==> config.mk <==
export PLATFORM = sky130hd
export DESIGN_NAME = subdw_sel_merge
export DESIGN_NICKNAME = d
export VERILOG_FILES = /design/src/rtl/subdw_pkg.sv /design/src/rtl/subdw_src_extract.sv /design/src/rtl/subdw_dst_merge.sv /design/src/rtl/subdw_sel_merge.sv
export SDC_FILE = /design/constraint.sdc
export NUM_CORES = 1
export LEC_CHECK = 0
export BUFFER_PORTS_ARGS = -buffer_cell sky130_fd_sc_hd__buf_2
export CORE_MARGIN = 8
export CORE_UTILIZATION = 31
export DETAILED_ROUTE_END_ITERATION = 8
export PLACE_DENSITY = 0.66
export SETUP_SLACK_MARGIN = 0.15
export SLEW_MARGIN = 20
export SYNTH_ARGS = -nofsm -noshare
export SYNTH_HDL_FRONTEND = slang
export SYNTH_SLANG_ARGS = --single-unit
==> constraint.sdc <==
create_clock -name clk -period 1.3 [get_ports clk]
set_clock_uncertainty 0.2 [all_clocks]
set_input_delay 0.13 -clock clk [delete_from_list [all_inputs] [get_ports clk]]
set_output_delay 0.13 -clock clk [all_outputs]
set_load 0.02 [all_outputs]
==> src/rtl/subdw_pkg.sv <==
package subdw_pkg;
  typedef enum logic [2:0] {
    LANE_B0 = 3'd0,
    LANE_B1 = 3'd1,
    LANE_B2 = 3'd2,
    LANE_B3 = 3'd3,
    LANE_H0 = 3'd4,
    LANE_H1 = 3'd5,
    LANE_DW = 3'd6,
    LANE_XX = 3'd7
  } lane_e;

  typedef enum logic [1:0] {
    FILL_ZERO = 2'd0,
    FILL_SIGN = 2'd1,
    FILL_KEEP = 2'd2,
    FILL_XX   = 2'd3
  } fill_e;
endpackage

==> src/rtl/subdw_src_extract.sv <==
module subdw_src_extract
  import subdw_pkg::*;
#(
  parameter int DW = 32
) (
  input  logic [DW-1:0] src,
  input  logic [2:0]    sel,
  input  logic          sext,
  output logic [DW-1:0] opnd,
  output logic          bad
);
  localparam int BW = DW / 4;
  localparam int HW = DW / 2;

  logic [BW-1:0] byte_f;
  logic [HW-1:0] half_f;
  lane_e         lane;

  always_comb begin
    lane   = lane_e'(sel);
    byte_f = src[sel[1:0]*BW +: BW];
    half_f = src[sel[0]*HW +: HW];
    bad    = (lane == LANE_XX);
    unique case (lane)
      LANE_B0, LANE_B1, LANE_B2, LANE_B3:
        opnd = {{(DW-BW){sext & byte_f[BW-1]}}, byte_f};
      LANE_H0, LANE_H1:
        opnd = {{(DW-HW){sext & half_f[HW-1]}}, half_f};
      default:
        opnd = src;
    endcase
  end
endmodule

==> src/rtl/subdw_dst_merge.sv <==
module subdw_dst_merge
  import subdw_pkg::*;
#(
  parameter int DW = 32
) (
  input  logic [DW-1:0] res,
  input  logic [DW-1:0] old,
  input  logic [2:0]    sel,
  input  logic [1:0]    fill,
  output logic [DW-1:0] dst,
  output logic          bad
);
  localparam int IW = $clog2(DW);
  localparam logic [IW-1:0] BW_L  = IW'(DW / 4);
  localparam logic [IW-1:0] HW_L  = IW'(DW / 2);
  localparam logic [IW-1:0] TOP_L = IW'(DW - 1);

  lane_e         lane;
  fill_e         pol;
  logic [IW-1:0] lo;
  logic [IW-1:0] hi;
  logic [DW-1:0] shifted;
  logic [DW-1:0] below_m;
  logic [DW-1:0] field_m;
  logic [DW-1:0] above_m;
  logic          top_bit;

  always_comb begin
    lane = lane_e'(sel);
    pol  = fill_e'(fill);
    unique case (lane)
      LANE_B0, LANE_B1, LANE_B2, LANE_B3: begin
        lo = IW'(sel[1:0]) * BW_L;
        hi = lo + (BW_L - IW'(1));
      end
      LANE_H0, LANE_H1: begin
        lo = IW'(sel[0]) * HW_L;
        hi = lo + (HW_L - IW'(1));
      end
      default: begin
        lo = '0;
        hi = TOP_L;
      end
    endcase
    shifted = res << lo;
    below_m = ~({DW{1'b1}} << lo);
    field_m = ({DW{1'b1}} >> (TOP_L - hi)) & ~below_m;
    above_m = ~(field_m | below_m);
    top_bit = shifted[hi];
    bad     = (lane == LANE_XX) || (pol == FILL_XX);
    unique case (pol)
      FILL_ZERO: dst = shifted & field_m;
      FILL_SIGN: dst = (shifted & field_m) | (top_bit ? above_m : '0);
      default:   dst = (shifted & field_m) | (old & ~field_m);
    endcase
  end
endmodule

==> src/rtl/subdw_sel_merge.sv <==
module subdw_sel_merge #(
  parameter int DW      = 32,
  parameter bit OUT_REG = 1'b1
) (
  input  logic          clk,
  input  logic          rst_n,
  input  logic [DW-1:0] src0,
  input  logic [2:0]    src0_sel,
  input  logic          src0_sext,
  input  logic [DW-1:0] src1,
  input  logic [2:0]    src1_sel,
  input  logic          src1_sext,
  input  logic [DW-1:0] alu_res,
  input  logic [DW-1:0] dst_old,
  input  logic [2:0]    dst_sel,
  input  logic [1:0]    dst_fill,
  output logic [DW-1:0] opnd0,
  output logic [DW-1:0] opnd1,
  output logic [DW-1:0] dst_out,
  output logic          sel_illegal
);
  localparam int NSRC = 2;

  logic [DW-1:0] src_w  [NSRC];
  logic [2:0]    sel_w  [NSRC];
  logic          sx_w   [NSRC];
  logic [DW-1:0] opnd_d [NSRC];
  logic          bad_s  [NSRC];
  logic [DW-1:0] dst_d;
  logic          bad_d;
  logic          ill_d;

  assign src_w[0] = src0;
  assign src_w[1] = src1;
  assign sel_w[0] = src0_sel;
  assign sel_w[1] = src1_sel;
  assign sx_w[0]  = src0_sext;
  assign sx_w[1]  = src1_sext;

  for (genvar k = 0; k < NSRC; k++) begin : g_src
    subdw_src_extract #(.DW(DW)) u_ext (
      .src  (src_w[k]),
      .sel  (sel_w[k]),
      .sext (sx_w[k]),
      .opnd (opnd_d[k]),
      .bad  (bad_s[k])
    );
  end

  subdw_dst_merge #(.DW(DW)) u_merge (
    .res  (alu_res),
    .old  (dst_old),
    .sel  (dst_sel),
    .fill (dst_fill),
    .dst  (dst_d),
    .bad  (bad_d)
  );

  assign ill_d = bad_s[0] | bad_s[1] | bad_d;

  if (OUT_REG) begin : g_reg
    logic [DW-1:0] op0_q, op1_q, dst_q;
    logic          ill_q;
    always_ff @(posedge clk or negedge rst_n) begin
      if (!rst_n) begin
        op0_q <= '0;
        op1_q <= '0;
        dst_q <= '0;
        ill_q <= 1'b0;
      end else begin
        op0_q <= opnd_d[0];
        op1_q <= opnd_d[1];
        dst_q <= dst_d;
        ill_q <= ill_d;
      end
    end
    assign opnd0       = op0_q;
    assign opnd1       = op1_q;
    assign dst_out     = dst_q;
    assign sel_illegal = ill_q;
  end else begin : g_comb
    assign opnd0       = opnd_d[0];
    assign opnd1       = opnd_d[1];
    assign dst_out     = dst_d;
    assign sel_illegal = ill_d;
  end
endmodule

==> flow_summary.json, run 1 <==
{
  "drtAntennaViolNets": 0,
  "fp-row-count": 46,
  "p_leak_nw": 4.68,
  "die_w_um": 142,
  "cts_buffers": 9,
  "cts_root_buffer": "clkbuf_16",
  "grt_max_degree": 39,
  "violations": "negative hold slack",
  "ys_ff_latch": 97,
  "critPathMaxStageDelay_ns": 0.30,
  "final_area_um2": 9610,
  "min_from": "alu_res[20]",
  "syn_inst": 490,
  "clkPwrFrac_pct": 27.5,
  "hold_class": "primary input to flip-flop",
  "postSynthAreaPerCell_um2": 9.98,
  "nets": 1040,
  "grt-ovfl-total": 0,
  "fill_cells": 1181,
  "netlist.area_leader.share_pct": 49.6,
  "synth_cell_types": 48,
  "vias": 5778,
  "ys_warn_count": 0,
  "clock-sinks": 97,
  "crit_top_cell": "mux2_4",
  "worst-path-max-fanout": 12,
  "post-place-ws_ns": -0.330,
  "synth_edf_count": 0,
  "drt-initial-drc-count": 306,
  "finalCritPeriodShare_pct": 97.5,
  "post-route-min-period_ns": 1.27,
  "antenna_found_initial": 2,
  "hold_slack_ns": -0.0601,
  "cp_slowest_cell": "mux2_4",
  "coreArea_um2": 15700,
  "slew-limit-headroom_pct": 76.8,
  "power.switching_mw": 2.98,
  "drc_errors": 0,
  "synth_flop_cell": "dfrtp_1",
  "power_density_nw_per_um2": 970,
  "synth.area.top_cells": "dfrtp_1 50%, nand2_1 5.6%, mux2i_1 4.5%",
  "drt_first_pass_iters": 5,
  "clk_path_buf_depth": 2,
  "async_flop_share_pct": 100,
  "worst_slack_ns": 0.0327,
  "p_total_mw": 9.32,
  "syn_area_um2": 4890,
  "io_buffers": 239,
  "startpoint": "src0_sel[1]",
  "status": "complete, but fails checks",
  "timing.fmax_ghz": 0.789,
  "cts_tree": "yes",
  "hpwl_mm": 14.5,
  "rsz0062_at_grt": "yes",
  "finalMaxSlewViolations": 0,
  "ys_seq_area_share_pct": 49.6,
  "intPower_mw": 6.34,
  "initial_core_util_pct": 31.2,
  "drive_gt1_share_pct": 48.4,
  "ir_worst_vdd_mv": 0.623,
  "dieArea_um2": 20100,
  "area_growth_pct": 96.5,
  "grt_pass1_vias": 6173,
  "routed_wl_mm": 22.8,
  "cap_violations": 0,
  "grt_pass1_wl_mm": 33.2,
  "post_dp_cell_area_um2": 6990,
  "crit_type": "primary input to flip-flop",
  "critPathCaptureType": "flip-flop",
  "critPathLaunchType": "primary input",
  "comb_power_share_pct": 35.1,
  "finalSetupViolCount": 0,
  "routed_via_density": 5.16,
  "drt-wirelength-per-cell_um": 20.4,
  "grtUsageTotal_pct": 21.3,
  "ios": 240,
  "post-route-util_pct": 61.4,
  "htree_levels": 3,
  "die_h_um": 142,
  "syn-num-nets": 633,
  "clk_pin_slew_worst_paths_ns": 0.07,
  "yosysTopAreaCell": "dfrtp_1",
  "arrival_ns": 1.30,
  "hold_viol_final": 15,
  "path_cells": "buf_8 -> mux2_4 -> mux2_4 -> a31oi_4 -> buf_12 -> nand2_1",
  "sequentialPowerShare_pct": 37.5,
  "switching_share_pct": 31.9,
  "gp_congestion": 0.894,
  "tightest_slew_ns": 0.347,
  "required_ns": 1.33
}
-- sequential cells by signal, summed over array words and instances, names as in the netlist --
signal / count
opnd0: 32
opnd1: 32
dst_out: 32
sel_illegal: 1
-- stage by stage --
stage	hold slack, ns	setup TNS, ns	instances
after floorplan	-0.366	-3.62	490
after global placement	-0.183	-20.13	976
after detailed placement	-0.180	-21.58	976
after CTS	-0.0795	0	1111
after global routing	-0.0608	0	1119
final	-0.0601	0	1119
-- worst paths after layout --
kind,endpoint,slack [ns],depth (start not counted)
worst max-delay path,opnd0[22],0.03,6
worst min-delay path,dst_out[20],-0.06,3
max in group asynchronous,opnd1[23],0.41,3
min in group asynchronous,dst_out[3],-0.01,2
-- timing repair --
| action | in CTS | in global routing |
|---|---|---|
| pin swaps | 4 | 34 |
| gates cloned | 2 | 0 |
| hold buffers | 112 | 1 |
| setup endpoints to repair | 156 | 176 |
| buffers inserted | 6 | 7 |
| gates resized for setup | 219 | 88 |
| endpoints found under the hold margin | 192 | 9 |
-- critical path: cells and delay by family --
family	cells	cell delay, ns
simple gates	1	0.06
mux	2	0.60
buf+inv	2	0.27
compound gates	1	0.24
-- Yosys cell counts (all sizes together), types with 9 or more instances --
master,count
a21o,16
a21oi,36
a221o,9
buf,22
clkbuf,16
dfrtp,97
mux2,11
mux2i,22
nand2,73
nand3,9
nor2,58
o21ai,16
o22ai,26
-- layout by cell type (no fill, tap or decap), types with 4 or more instances in the layout --
cell,instances
nor3_2,6
a221oi_2,6
o22ai_2,7
dlymetal6s4s_1,13
nand2b_4,5
mux2_2,6
buf_12,10
nand3_1,8
a221o_1,9
mux2_4,5
a311o_1,7
dfrtp_1,97
mux4_2,8
buf_6,118
a22o_1,7
a21o_1,16
clkbuf_16,9
nor2_2,6
dlygate4sd3_1,98
o21ai_0,10
buf_2,129
o22ai_1,19
a21oi_2,11
nor2_4,5
nand3b_1,4
a31oi_4,4
nand2_1,68
nor2_1,47
a21oi_1,25
mux2i_1,19
buf_4,62
nand2_2,4
-- cells by family after synthesis --
kind of cell | share of synthesized area (%)
DFF | 49.6
and+or+nand+nor | 15.0
buffers and inverters | 4.07
muxes | 10.8
xor gates and xnor gates | 0.179
AOI/OAI and AO/OA | 20.3
-- area by class of cell --
cell class	count	area, um^2	area share, %
sequential	97	2430	25.3
multi-input combinational	354	2810	29.2
antenna	2	5.00	0.0521
clock inverter	6	51.3	0.534
timing repair buffer	432	3810	39.7
inverter	3	11.3	0.117
clock buffer	9	225	2.34
tap	216	270	2.81
-- routing by layer --
metal,GRT usage (%),routed length [um]
met5,0,0
met4,12.3,1110
met3,4.20,1440
met2,39.1,12100
met1,22.3,8140
-- power groups by stage --
| stage | Sequential, mW | Clock [mW] | Combinational, mW |
|---|---|---|---|
| finish | 3.50 | 2.56 | 3.27 |
| global route | 3.52 | 2.73 | 3.44 |
| CTS | 3.49 | 2.63 | 3.04 |
| detailed placement | 3.46 | 0 | 2.32 |
| global placement | 3.47 | 0 | 2.30 |
| floorplan | 3.88 | 0 | 0.866 |
Power figures use the tool's default switching activity.
==> inputs of run 2 (changes only) <==
RECOVER_POWER = 100   (was not set)
==> flow_summary.json, run 2 (synthesis results as in run 1) <==
{
  "htree_levels": 3,
  "cts_root_buffer": "clkbuf_16",
  "die_h_um": 142,
  "hold_viol_final": 9,
  "sequentialPowerShare_pct": 37.7,
  "violations": "negative hold slack, negative setup slack",
  "drt_first_pass_iters": 5,
  "grt_pass1_vias": 6173,
  "finalCritPeriodShare_pct": 101,
  "final_common_cell": "buf_2",
  "place_inst": 976,
  "clock-sinks": 97,
  "drt-initial-drc-count": 270,
  "drc_errors": 0,
  "p_leak_nw": 4.64,
  "required_ns": 1.32,
  "cts_buffers": 9,
  "clk_pin_slew_worst_paths_ns": 0.07,
  "final_cells": 1119,
  "hpwl_mm": 14.5,
  "critPathLaunchType": "primary input",
  "initial_core_util_pct": 31.2,
  "die_w_um": 142,
  "power.switching_mw": 2.96,
  "post_dp_cell_area_um2": 6990,
  "topRoutingLayerUsed": "met4",
  "slew-limit-headroom_pct": 66.7,
  "fp-row-count": 46,
  "drtAntennaViolNets": 0,
  "clk_path_buf_depth": 2,
  "timing.fmax_ghz": 0.765,
  "nets": 1040,
  "routed_wl_mm": 22.8,
  "post-route-util_pct": 60.8,
  "tns_ns": -0.00793,
  "m1WireLength_mm": 8.19,
  "ir_worst_vdd_mv": 0.621,
  "vias": 5755,
  "tightest_slew_ns": 0.500,
  "hold_class": "primary input to flip-flop",
  "critPathCaptureType": "flip-flop",
  "dieArea_um2": 20100,
  "worst-path-max-fanout": 13,
  "power_density_nw_per_um2": 975,
  "grt_pass1_wl_mm": 33.2,
  "crit_type": "primary input to flip-flop",
  "arrival_ns": 1.32,
  "route.met3.wl_mm": 1.37,
  "route.met2.wl_mm": 12.1,
  "regArea_um2": 2430,
  "fill_cells": 1196,
  "grt_max_degree": 39,
  "final_area_um2": 9520,
  "coreArea_um2": 15700,
  "gp_congestion": 0.894,
  "layout.cells.most_common_list": "129 x buf_2, 116 x buf_6, 98 x dlygate4sd3_1",
  "drt-wirelength-per-cell_um": 20.4,
  "antenna_found_initial": 2,
  "post-place-ws_ns": -0.330,
  "worst_slack_ns": -0.00793,
  "routed_via_density": 5.14,
  "finalSetupViolCount": 1,
  "area_growth_pct": 94.7,
  "comb_power_share_pct": 34.8,
  "post-route-min-period_ns": 1.31,
  "finalMaxSlewViolations": 0,
  "clkPwrFrac_pct": 27.5,
  "grtUsageTotal_pct": 21.3,
  "cts_tree": "yes",
  "rsz0062_at_grt": "yes",
  "drive_gt1_share_pct": 47.4,
  "intPower_mw": 6.32,
  "multi_input_area_um2": 2740,
  "cap_violations": 0,
  "grt-ovfl-total": 0,
  "switching_share_pct": 31.9,
  "hold_slack_ns": -0.0600,
  "io_buffers": 239,
  "ios": 240,
  "p_total_mw": 9.28,
  "status": "complete, but fails checks"
}
-- run 2: path summary, 6_finish.rpt --
| check | from | slack (ns) | cells after the start | endpoint |
|---|---|---|---|---|
| max | dst_sel[2] | -0.008 | 6 | dst_out[8] |
| min | alu_res[20] | -0.06 | 3 | dst_out[20] |
| max in group asynchronous | rst_n | 0.15 | 3 | opnd0[20] |
| min in group asynchronous | rst_n | 0.08 | 2 | dst_out[3] |
-- run 2: metal layers --
layer	global-route usage, %	up-vias
li1	-	2593
met1	22.3	2809
met2	39.1	279
met3	4.20	74
met4	12.3	0
met5	0	-
-- run 2: repair_timing --
item                                    CTS  global route
gates resized for setup                 219            88
hold buffers                            112             1
endpoints found under the hold margin   192             9
endpoints found under the setup margin  156           176
pin swaps                                 4            34
buffers inserted                          6             7
cloned                                    2             0
-- run 2: layout make-up --
cell class,count,area share (%)
Sequential cell,97,25.5
Timing Repair Buffer,432,39.8
Multi-Input combinational cell,354,28.8
Clock buffer,9,2.37
Antenna cell,2,0.0526
Inverter,3,0.118
Tap cell,216,2.84
Clock inverter,6,0.539
-- run 2: power by group through the flow --
stage | sequential [mW] | clock (mW) | combinational [mW]
floorplan | 3.88 | 0 | 0.866
finish | 3.50 | 2.56 | 3.23
CTS | 3.49 | 2.63 | 3.04
global placement | 3.47 | 0 | 2.30
global route | 3.52 | 2.73 | 3.40
detailed placement | 3.46 | 0 | 2.32
-- run 2: critical path: stages --
cell	delay, ns
clkbuf_2	0.24
buf_6	0.22
xnor2_4	0.26
buf_6	0.15
nor2_1	0.03
a311o_1	0.29
